`config.mk`:
```
export PLATFORM = sky130hd
export DESIGN_NAME = fwb_read_buffer
export DESIGN_NICKNAME = d
export VERILOG_FILES = /design/src/rtl/fwb_pkg.sv /design/src/rtl/fwb_mode_ctrl.sv /design/src/rtl/fwb_victim.sv /design/src/rtl/fwb_entry.sv /design/src/rtl/fwb_read_buffer.sv
export SDC_FILE = /design/constraint.sdc
export NUM_CORES = 1
export LEC_CHECK = 0
export BUFFER_PORTS_ARGS = -buffer_cell sky130_fd_sc_hd__clkbuf_2
export CAP_MARGIN = 20
export CORE_UTILIZATION = 40
export CTS_BUF_LIST = sky130_fd_sc_hd__clkbuf_8
export DETAILED_ROUTE_END_ITERATION = 10
export PLACE_DENSITY = 0.62
export REMOVE_ABC_BUFFERS = 1
export SLEW_MARGIN = 25
export SYNTH_ARGS = -nofsm -noshare
export SYNTH_HDL_FRONTEND = slang
export SYNTH_SLANG_ARGS = --single-unit
```
`constraint.sdc`:
```
create_clock -name clk_i -period 2.61 [get_ports clk_i]
set_input_delay 0.261 -clock clk_i [delete_from_list [all_inputs] [get_ports clk_i]]
set_output_delay 0.261 -clock clk_i [all_outputs]
set_load 0.1 [all_outputs]
```
`src/rtl/fwb_pkg.sv`:
```
package fwb_pkg;
  // Serving state of the buffer; LOCKED is left only by reset.
  typedef enum logic [1:0] {
    FWB_OFF    = 2'b00,
    FWB_ON     = 2'b01,
    FWB_LOCKED = 2'b10
  } fwb_mode_e;
endpackage

```
`src/rtl/fwb_mode_ctrl.sv`:
```
module fwb_mode_ctrl
  import fwb_pkg::*;
(
  input  logic clk_i,
  input  logic rst_ni,
  input  logic init_req_i,
  input  logic rma_start_i,
  output logic serve_o,
  output logic locked_o
);
  fwb_mode_e state_q, state_d;

  always_comb begin
    state_d = state_q;
    if (rma_start_i) begin
      state_d = FWB_LOCKED;
    end else begin
      case (state_q)
        FWB_OFF:    if (init_req_i) state_d = FWB_ON;
        FWB_ON:     state_d = FWB_ON;
        FWB_LOCKED: state_d = FWB_LOCKED;
        default:    state_d = FWB_LOCKED;
      endcase
    end
  end

  always_ff @(posedge clk_i or negedge rst_ni) begin
    if (!rst_ni) state_q <= FWB_OFF;
    else         state_q <= state_d;
  end

  assign serve_o  = (state_q == FWB_ON);
  assign locked_o = (state_q == FWB_LOCKED);

  // RMA start leaves the buffer locked and not serving
  assert_rma_locks_R9: assert property (@(posedge clk_i) disable iff (!rst_ni)
    rma_start_i |=> (locked_o && !serve_o));
  // the lock is never released without reset
  assert_lock_sticky_R9: assert property (@(posedge clk_i) disable iff (!rst_ni)
    locked_o |=> locked_o);
endmodule

```
`src/rtl/fwb_victim.sv`:
```
module fwb_victim #(
  parameter int ENTRIES = 4,
  localparam int IDX_W  = $clog2(ENTRIES)
) (
  input  logic             clk_i,
  input  logic             rst_ni,
  input  logic             adv_i,
  output logic [IDX_W-1:0] ptr_o
);
  logic [IDX_W-1:0] ptr_q, ptr_d;

  always_comb begin
    ptr_d = ptr_q;
    if (adv_i) begin
      if (ptr_q == IDX_W'(ENTRIES - 1)) ptr_d = '0;
      else                              ptr_d = ptr_q + 1'b1;
    end
  end

  always_ff @(posedge clk_i or negedge rst_ni) begin
    if (!rst_ni) ptr_q <= '0;
    else         ptr_q <= ptr_d;
  end

  assign ptr_o = ptr_q;

  // the pointer moves only for fills of new addresses
  assert_ptr_hold_R5: assert property (@(posedge clk_i) disable iff (!rst_ni)
    !adv_i |=> $stable(ptr_o));
  assert_ptr_moves_R5: assert property (@(posedge clk_i) disable iff (!rst_ni)
    adv_i |=> (ptr_o != $past(ptr_o)));
endmodule

```
`src/rtl/fwb_entry.sv`:
```
module fwb_entry #(
  parameter int ADDR_W = 16,
  parameter int DATA_W = 64,
  parameter int ICV_W  = 4,
  localparam int NIB   = DATA_W / ICV_W
) (
  input  logic              clk_i,
  input  logic              rst_ni,
  input  logic              wr_i,
  input  logic              clr_i,
  input  logic [ADDR_W-1:0] wr_addr_i,
  input  logic [DATA_W-1:0] wr_data_i,
  input  logic [ICV_W-1:0]  wr_icv_i,
  output logic              valid_o,
  output logic [ADDR_W-1:0] addr_o,
  output logic [DATA_W-1:0] data_o,
  output logic              icv_bad_o
);
  logic              valid_q, valid_d;
  logic [ADDR_W-1:0] addr_q;
  logic [DATA_W-1:0] data_q;
  logic [ICV_W-1:0]  icv_q;
  logic [ICV_W-1:0]  fold;

  // a write wins over a clear; the parent never asks for both on a disable
  always_comb begin
    valid_d = valid_q;
    if (wr_i)       valid_d = 1'b1;
    else if (clr_i) valid_d = 1'b0;
  end

  always_ff @(posedge clk_i or negedge rst_ni) begin
    if (!rst_ni) valid_q <= 1'b0;
    else         valid_q <= valid_d;
  end

  always_ff @(posedge clk_i or negedge rst_ni) begin
    if (!rst_ni) begin
      addr_q <= '0;
      data_q <= '0;
      icv_q  <= '0;
    end else if (wr_i) begin
      addr_q <= wr_addr_i;
      data_q <= wr_data_i;
      icv_q  <= wr_icv_i;
    end
  end

  // re-derive the integrity code from the stored word
  always_comb begin
    fold = '0;
    for (int k = 0; k < NIB; k++) fold = fold ^ data_q[k*ICV_W +: ICV_W];
  end

  assign valid_o   = valid_q;
  assign addr_o    = addr_q;
  assign data_o    = data_q;
  assign icv_bad_o = (fold != icv_q);

  // a written entry is valid and holds the written address
  assert_fill_lands_R2: assert property (@(posedge clk_i) disable iff (!rst_ni)
    wr_i |=> (valid_o && addr_o == $past(wr_addr_i)));
endmodule

```
`src/rtl/fwb_read_buffer.sv`:
```
module fwb_read_buffer #(
  parameter int ENTRIES    = 4,
  parameter int ADDR_W     = 16,
  parameter int DATA_W     = 64,
  parameter int BUS_W      = 32,
  parameter int ICV_W      = 4,
  parameter int PAGE_WORDS = 8,
  localparam int SEL_W     = $clog2(DATA_W / BUS_W),
  localparam int PG_LSB    = $clog2(PAGE_WORDS),
  localparam int IDX_W     = $clog2(ENTRIES)
) (
  input  logic                    clk_i,
  input  logic                    rst_ni,
  input  logic                    init_req_i,
  input  logic                    rma_start_i,
  input  logic                    rd_req_i,
  input  logic [ADDR_W+SEL_W-1:0] rd_addr_i,
  output logic                    hit_o,
  output logic [BUS_W-1:0]        hit_rdata_o,
  output logic                    hit_err_o,
  input  logic                    fill_i,
  input  logic [ADDR_W-1:0]       fill_addr_i,
  input  logic [DATA_W-1:0]       fill_data_i,
  input  logic [ICV_W-1:0]        fill_icv_i,
  input  logic                    inval_i,
  input  logic                    inval_bank_i,
  input  logic [ADDR_W-1:0]       inval_addr_i
);
  logic serve, locked;
  logic [IDX_W-1:0] ptr;

  logic [ADDR_W-1:0] rd_word;
  logic [SEL_W-1:0]  rd_sel;
  assign rd_word = rd_addr_i[ADDR_W+SEL_W-1:SEL_W];
  assign rd_sel  = rd_addr_i[SEL_W-1:0];

  logic [ENTRIES-1:0] ent_valid, ent_bad, match_rd, match_fill, inval_hit, ent_wr, ent_clr;
  logic [ADDR_W-1:0]  ent_addr [ENTRIES];
  logic [DATA_W-1:0]  ent_data [ENTRIES];

  logic             fill_blocked, do_fill, dup_any, hit_any, adv;
  logic [IDX_W-1:0] dup_idx, hit_idx, tgt;
  logic [DATA_W-1:0] hit_word;

  fwb_mode_ctrl u_mode (
    .clk_i       (clk_i),
    .rst_ni      (rst_ni),
    .init_req_i  (init_req_i),
    .rma_start_i (rma_start_i),
    .serve_o     (serve),
    .locked_o    (locked)
  );

  fwb_victim #(.ENTRIES(ENTRIES)) u_victim (
    .clk_i  (clk_i),
    .rst_ni (rst_ni),
    .adv_i  (adv),
    .ptr_o  (ptr)
  );

  for (genvar i = 0; i < ENTRIES; i++) begin : g_ent
    assign match_rd[i]   = ent_valid[i] && (ent_addr[i] == rd_word);
    assign match_fill[i] = ent_valid[i] && (ent_addr[i] == fill_addr_i);
    assign inval_hit[i]  = inval_i && (inval_bank_i ||
                           (ent_addr[i][ADDR_W-1:PG_LSB] == inval_addr_i[ADDR_W-1:PG_LSB]));
    assign ent_wr[i]     = do_fill && (tgt == IDX_W'(i));
    assign ent_clr[i]    = !serve || rma_start_i || inval_hit[i];

    fwb_entry #(.ADDR_W(ADDR_W), .DATA_W(DATA_W), .ICV_W(ICV_W)) u_entry (
      .clk_i     (clk_i),
      .rst_ni    (rst_ni),
      .wr_i      (ent_wr[i]),
      .clr_i     (ent_clr[i]),
      .wr_addr_i (fill_addr_i),
      .wr_data_i (fill_data_i),
      .wr_icv_i  (fill_icv_i),
      .valid_o   (ent_valid[i]),
      .addr_o    (ent_addr[i]),
      .data_o    (ent_data[i]),
      .icv_bad_o (ent_bad[i])
    );
  end

  // lowest matching index; at most one entry matches
  always_comb begin
    hit_any = 1'b0;
    hit_idx = '0;
    dup_any = 1'b0;
    dup_idx = '0;
    for (int i = ENTRIES - 1; i >= 0; i--) begin
      if (match_rd[i])   begin hit_any = 1'b1; hit_idx = IDX_W'(i); end
      if (match_fill[i]) begin dup_any = 1'b1; dup_idx = IDX_W'(i); end
    end
  end

  assign fill_blocked = inval_i && (inval_bank_i ||
                        (fill_addr_i[ADDR_W-1:PG_LSB] == inval_addr_i[ADDR_W-1:PG_LSB]));
  assign do_fill = fill_i && serve && !rma_start_i && !fill_blocked;
  assign tgt     = dup_any ? dup_idx : ptr;
  assign adv     = do_fill && !dup_any;

  assign hit_word    = ent_data[hit_idx];
  assign hit_o       = rd_req_i && serve && !rma_start_i && hit_any;
  assign hit_rdata_o = hit_word[rd_sel*BUS_W +: BUS_W];
  assign hit_err_o   = hit_o && ent_bad[hit_idx];

  // duplicates never exist among valid entries
  assert_single_match_R4: assert property (@(posedge clk_i) disable iff (!rst_ni)
    $onehot0(match_rd));
  // bank invalidate empties the buffer
  assert_bank_clear_R7: assert property (@(posedge clk_i) disable iff (!rst_ni)
    (inval_i && inval_bank_i) |=> (ent_valid == '0));
  // a locked buffer never hits
  assert_locked_no_hit_R9: assert property (@(posedge clk_i) disable iff (!rst_ni)
    locked |-> !hit_o);
  // a fill inside the invalidated range leaves no entry for that address
  assert_inval_wins_R8: assert property (@(posedge clk_i) disable iff (!rst_ni)
    (fill_i && fill_blocked) |=> (match_fill == '0 || $past(fill_addr_i) != fill_addr_i));
endmodule

```
==> impl_metrics.env <==
export IMPL_crit_arrival_ns=3.52
export IMPL_async_flop_share_pct=100
export IMPL_synth_yosys_warnings=0
export IMPL_crit_path_end_kind="output pin"
export IMPL_worst_slack_ns=-1.17
export IMPL_netlist_instances=1660
export IMPL_yosysTopAreaCell="dfrtp_1"
export IMPL_violations="negative setup slack"
export IMPL_slew_violations=0
export IMPL_crit_buf_inv=5
export IMPL_core_area_mm2=0.0488
export IMPL_tightest_slew_ns=0.746
export IMPL_fillers=4208
export IMPL_synthFlopType="dfrtp_1"
export IMPL_crit_path_max_incr_delay_ns=0.41
export IMPL_status="finished, violations left"
export IMPL_fmaxAchievable_mhz=264
export IMPL_dpl_hpwl_um=39900
export IMPL_htreeDepth=3
export IMPL_num_rows=81
export IMPL_drt_wl_total_um=62000
export IMPL_dr_first_iter_drc_count=879
export IMPL_io_buffer_count=155
export IMPL_hold_path_class="in2reg"
export IMPL_grt_max_degree=68
export IMPL_yosysSeqAreaShare_pct=43.5
export IMPL_viasPerCell=5.25
export IMPL_multiInputGateArea_mm2=0.0111
export IMPL_overflow=0
export IMPL_post_route_period_util_pct=145
export IMPL_grt_usage_pct=24.4
export IMPL_via_count=14800
export IMPL_regArea_mm2=0.00861
export IMPL_slowest_stage="dfrtp_1"
export IMPL_antenna_found_initial=3
export IMPL_power_density_mw_per_mm2=457
export IMPL_start_util_pct=40.6
export IMPL_critPathKind="reg2out"
export IMPL_wl_per_cell_um=22.0
export IMPL_ios=159
export IMPL_synth_top_area_share_pct=43.5
export IMPL_pre_cts_ws_ns=-0.755
export IMPL_cts_tree="built"
export IMPL_hold_viol_final=0
export IMPL_power_uw=12300
export IMPL_globalplace_congestion=0.944
export IMPL_power_leakage_uw=0.0131
export IMPL_max_slew_margin_pct=50.2
export IMPL_fin_worst_skew_ns=0.0389
export IMPL_path_common_cell="buf_12"
export IMPL_yosys_cell_types_count=51
export IMPL_ys_top_cells_by_area="dfrtp_1 43%, xnor2_1 14%, mux2_1 11%"
export IMPL_die_width_um=225
export IMPL_dieArea_mm2=0.0504
export IMPL_drive_gt1_share_pct=35.9
export IMPL_crit_fanout=7
export IMPL_min_period_ns=3.78
export IMPL_maxCapViolCount=0
export IMPL_clockBufferDepth=3
export IMPL_synth_edf_count=0
export IMPL_syn_area_mm2=0.0198
export IMPL_peakVddDrop_v=0.000448
export IMPL_setup_tns_final_ns=-239.82
export IMPL_firstDrtPassIters=5
export IMPL_final_setup_viol_count=375
export IMPL_path_cells="xnor2_2 > nand4_1 > or2_4 > o311ai_4 > a21oi_4 > buf_12 > buf_12 > buf_4 > buf_6 > mux2i_1 > nand2_1 > a32o_2 > buf_12"
export IMPL_rrSetupSlack_ns=-0.70
export IMPL_rsz0062_at_grt="true"
export IMPL_dieHeight_um=225
export IMPL_clock_sink_count=344
export IMPL_synth_avg_cell_area_um2=11.9
export IMPL_fin_nets=2239
export IMPL_cts_inserted_buffers=67
export IMPL_path_delay_family="compound AO/OA/AOI/OAI gates"
export IMPL_ant_nets=0
export IMPL_grt_pass1_wl_um=93300
export IMPL_drc=0
export IMPL_critPathRequiredTime_ns=2.35
export IMPL_grt_pass1_vias=16000
export IMPL_syn_to_final_growth_pct=36.0
export IMPL_clock_root_buffer="clkbuf_8"
export IMPL_insertion_delay_ns=0.63
export IMPL_synth_seq_cells=344
export IMPL_clk_pin_slew_ns=0.06
export IMPL_worstSetupStartpointType="register"
## cells in the final DEF (no fill, tap or decap), drive strengths merged, types with 4 or more instances in the layout
master / Yosys / final
o21ai: 4 / 4
nor4: 25 / 25
clkbuf: 24 / 202
xnor2: 319 / 319
or4: 5 / 5
dfrtp: 344 / 344
a32o: 32 / 32
nor3: 7 / 7
mux2: 337 / 337
xnor3: 4 / 4
nand2: 119 / 121
nand4: 21 / 21
a21oi: 38 / 38
mux2i: 64 / 64
xor2: 122 / 122
nand3: 12 / 12
buf: 86 / 294
o22ai: 64 / 64
inv: 2 / 27
nor2: 9 / 9
dlygate4sd3: 0 / 73
## synth_stat cells, types with 2 or more instances
cell type  instances
a21oi_1           37
a32o_1            32
buf_1              2
buf_12             4
buf_2             44
buf_4             10
buf_6             24
buf_8              2
clkbuf_1          24
dfrtp_1          344
inv_1              2
mux2_1           201
mux2_2           136
mux2i_1           64
nand2_1          117
nand2_2            2
nand3_1           12
nand4_1           21
nor2_1             7
nor3_1             7
nor4_1            25
o21ai_0            4
o21bai_1           2
o22ai_1           64
o311ai_1           2
or4_1              4
xnor2_1          319
xnor3_1            4
xor2_1           122
## flip-flops by register name (all words and copies together), names as in the netlist
register               cells
u_mode.state_q             2
u_victim.ptr_o             2
g_ent.u_entry.addr_o      64
g_ent.u_entry.icv_q       16
g_ent.u_entry.valid_o      4
g_ent.u_entry.data_o     256
## worst paths after layout
path                                                         startpoint                                      end  cells after the start
worst max-delay path             g_ent[2].u_entry.addr_o[8]$_DFFE_PN0P_                           hit_rdata_o[7]                     13
worst min-delay path                                     fill_addr_i[2]   g_ent[0].u_entry.addr_o[2]$_DFFE_PN0P_                      3
worst max register to register  g_ent[2].u_entry.addr_o[15]$_DFFE_PN0P_   g_ent[0].u_entry.data_o[5]$_DFFE_PN0P_                     18
worst min register to register    g_ent[0].u_entry.icv_q[3]$_DFFE_PN0P_    g_ent[0].u_entry.icv_q[3]$_DFFE_PN0P_                      1
max in group asynchronous                                        rst_ni  g_ent[3].u_entry.data_o[60]$_DFFE_PN0P_                      3
min in group asynchronous                                        rst_ni   g_ent[3].u_entry.addr_o[7]$_DFFE_PN0P_                      2
## metrics by stage
step / cell area (um^2) / util (%) / std cells / hold slack [ns]
floorplan: 19000 / - / 1550 / -0.0346
global placement: 23000 / 47.2 / 2566 / 0.252
detailed placement: 23000 / 47.2 / 2566 / 0.265
CTS: 26500 / 54.1 / 2798 / 0.0209
global route: 26900 / 55.1 / 2816 / 0.0743
finish: 26900 / 55.1 / 2817 / 0.0843
## worst min-delay path, cell delays in order
cell	delay, ns
clkbuf_2	0.10
buf_4	0.15
mux2_1	0.13
## cell families (layout without fill, tap and decap cells)
| group | Yosys count | count (layout) | share of synthesized area, % |
|---|---|---|---|
| XOR/XNOR | 445 | 445 | 20.0 |
| multiplexers | 401 | 401 | 22.4 |
| flip-flops | 344 | 344 | 43.5 |
| AND/OR/NAND/NOR | 206 | 208 | 4.92 |
| AO/OA/AOI/OAI | 151 | 151 | 5.27 |
| buffers and inverters | 112 | 601 | 3.94 |
| adder cells (fa/ha/maj) | 1 | 1 | 0.0632 |
| other | 0 | 2 | 0 |
## final cells by class
class | count | area share [%]
Clock buffer | 78 | 3.99
Sequential cell | 344 | 32.0
Multi-Input combinational cell | 1206 | 41.2
Timing Repair Buffer | 492 | 19.0
Inverter | 2 | 0.0279
Tap cell | 664 | 3.08
Antenna cell | 2 | 0.0186
Clock inverter | 29 | 0.692
## what timing repair did
| item | in CTS | in global routing |
|---|---|---|
| gates resized for setup | 146 | 90 |
| setup buffers | 28 | 19 |
| gates cloned | 24 | 4 |
| setup endpoints to repair | 373 | 374 |
| hold buffers | 73 | 0 |
| pin swaps | 24 | 29 |
| hold endpoints to repair | 324 | 0 |
## metal layers
metal	part of all wire [%]	wire, um	GRT usage [%]	up-vias
met3	6.0	3720	5.40	135
met1	43	26600	31.1	7453
met4	3.1	1910	8.47	2
met2	48	29800	40.8	461
met5	0.021	13	0	-
li1	-	-	-	6741
## power breakdown
group	switching, uW	total (uW)	internal (uW)
sequential	61.3	5460	5400
clock	2340	5230	2890
combinational	916	1600	687
Power figures use the tool's default switching activity.
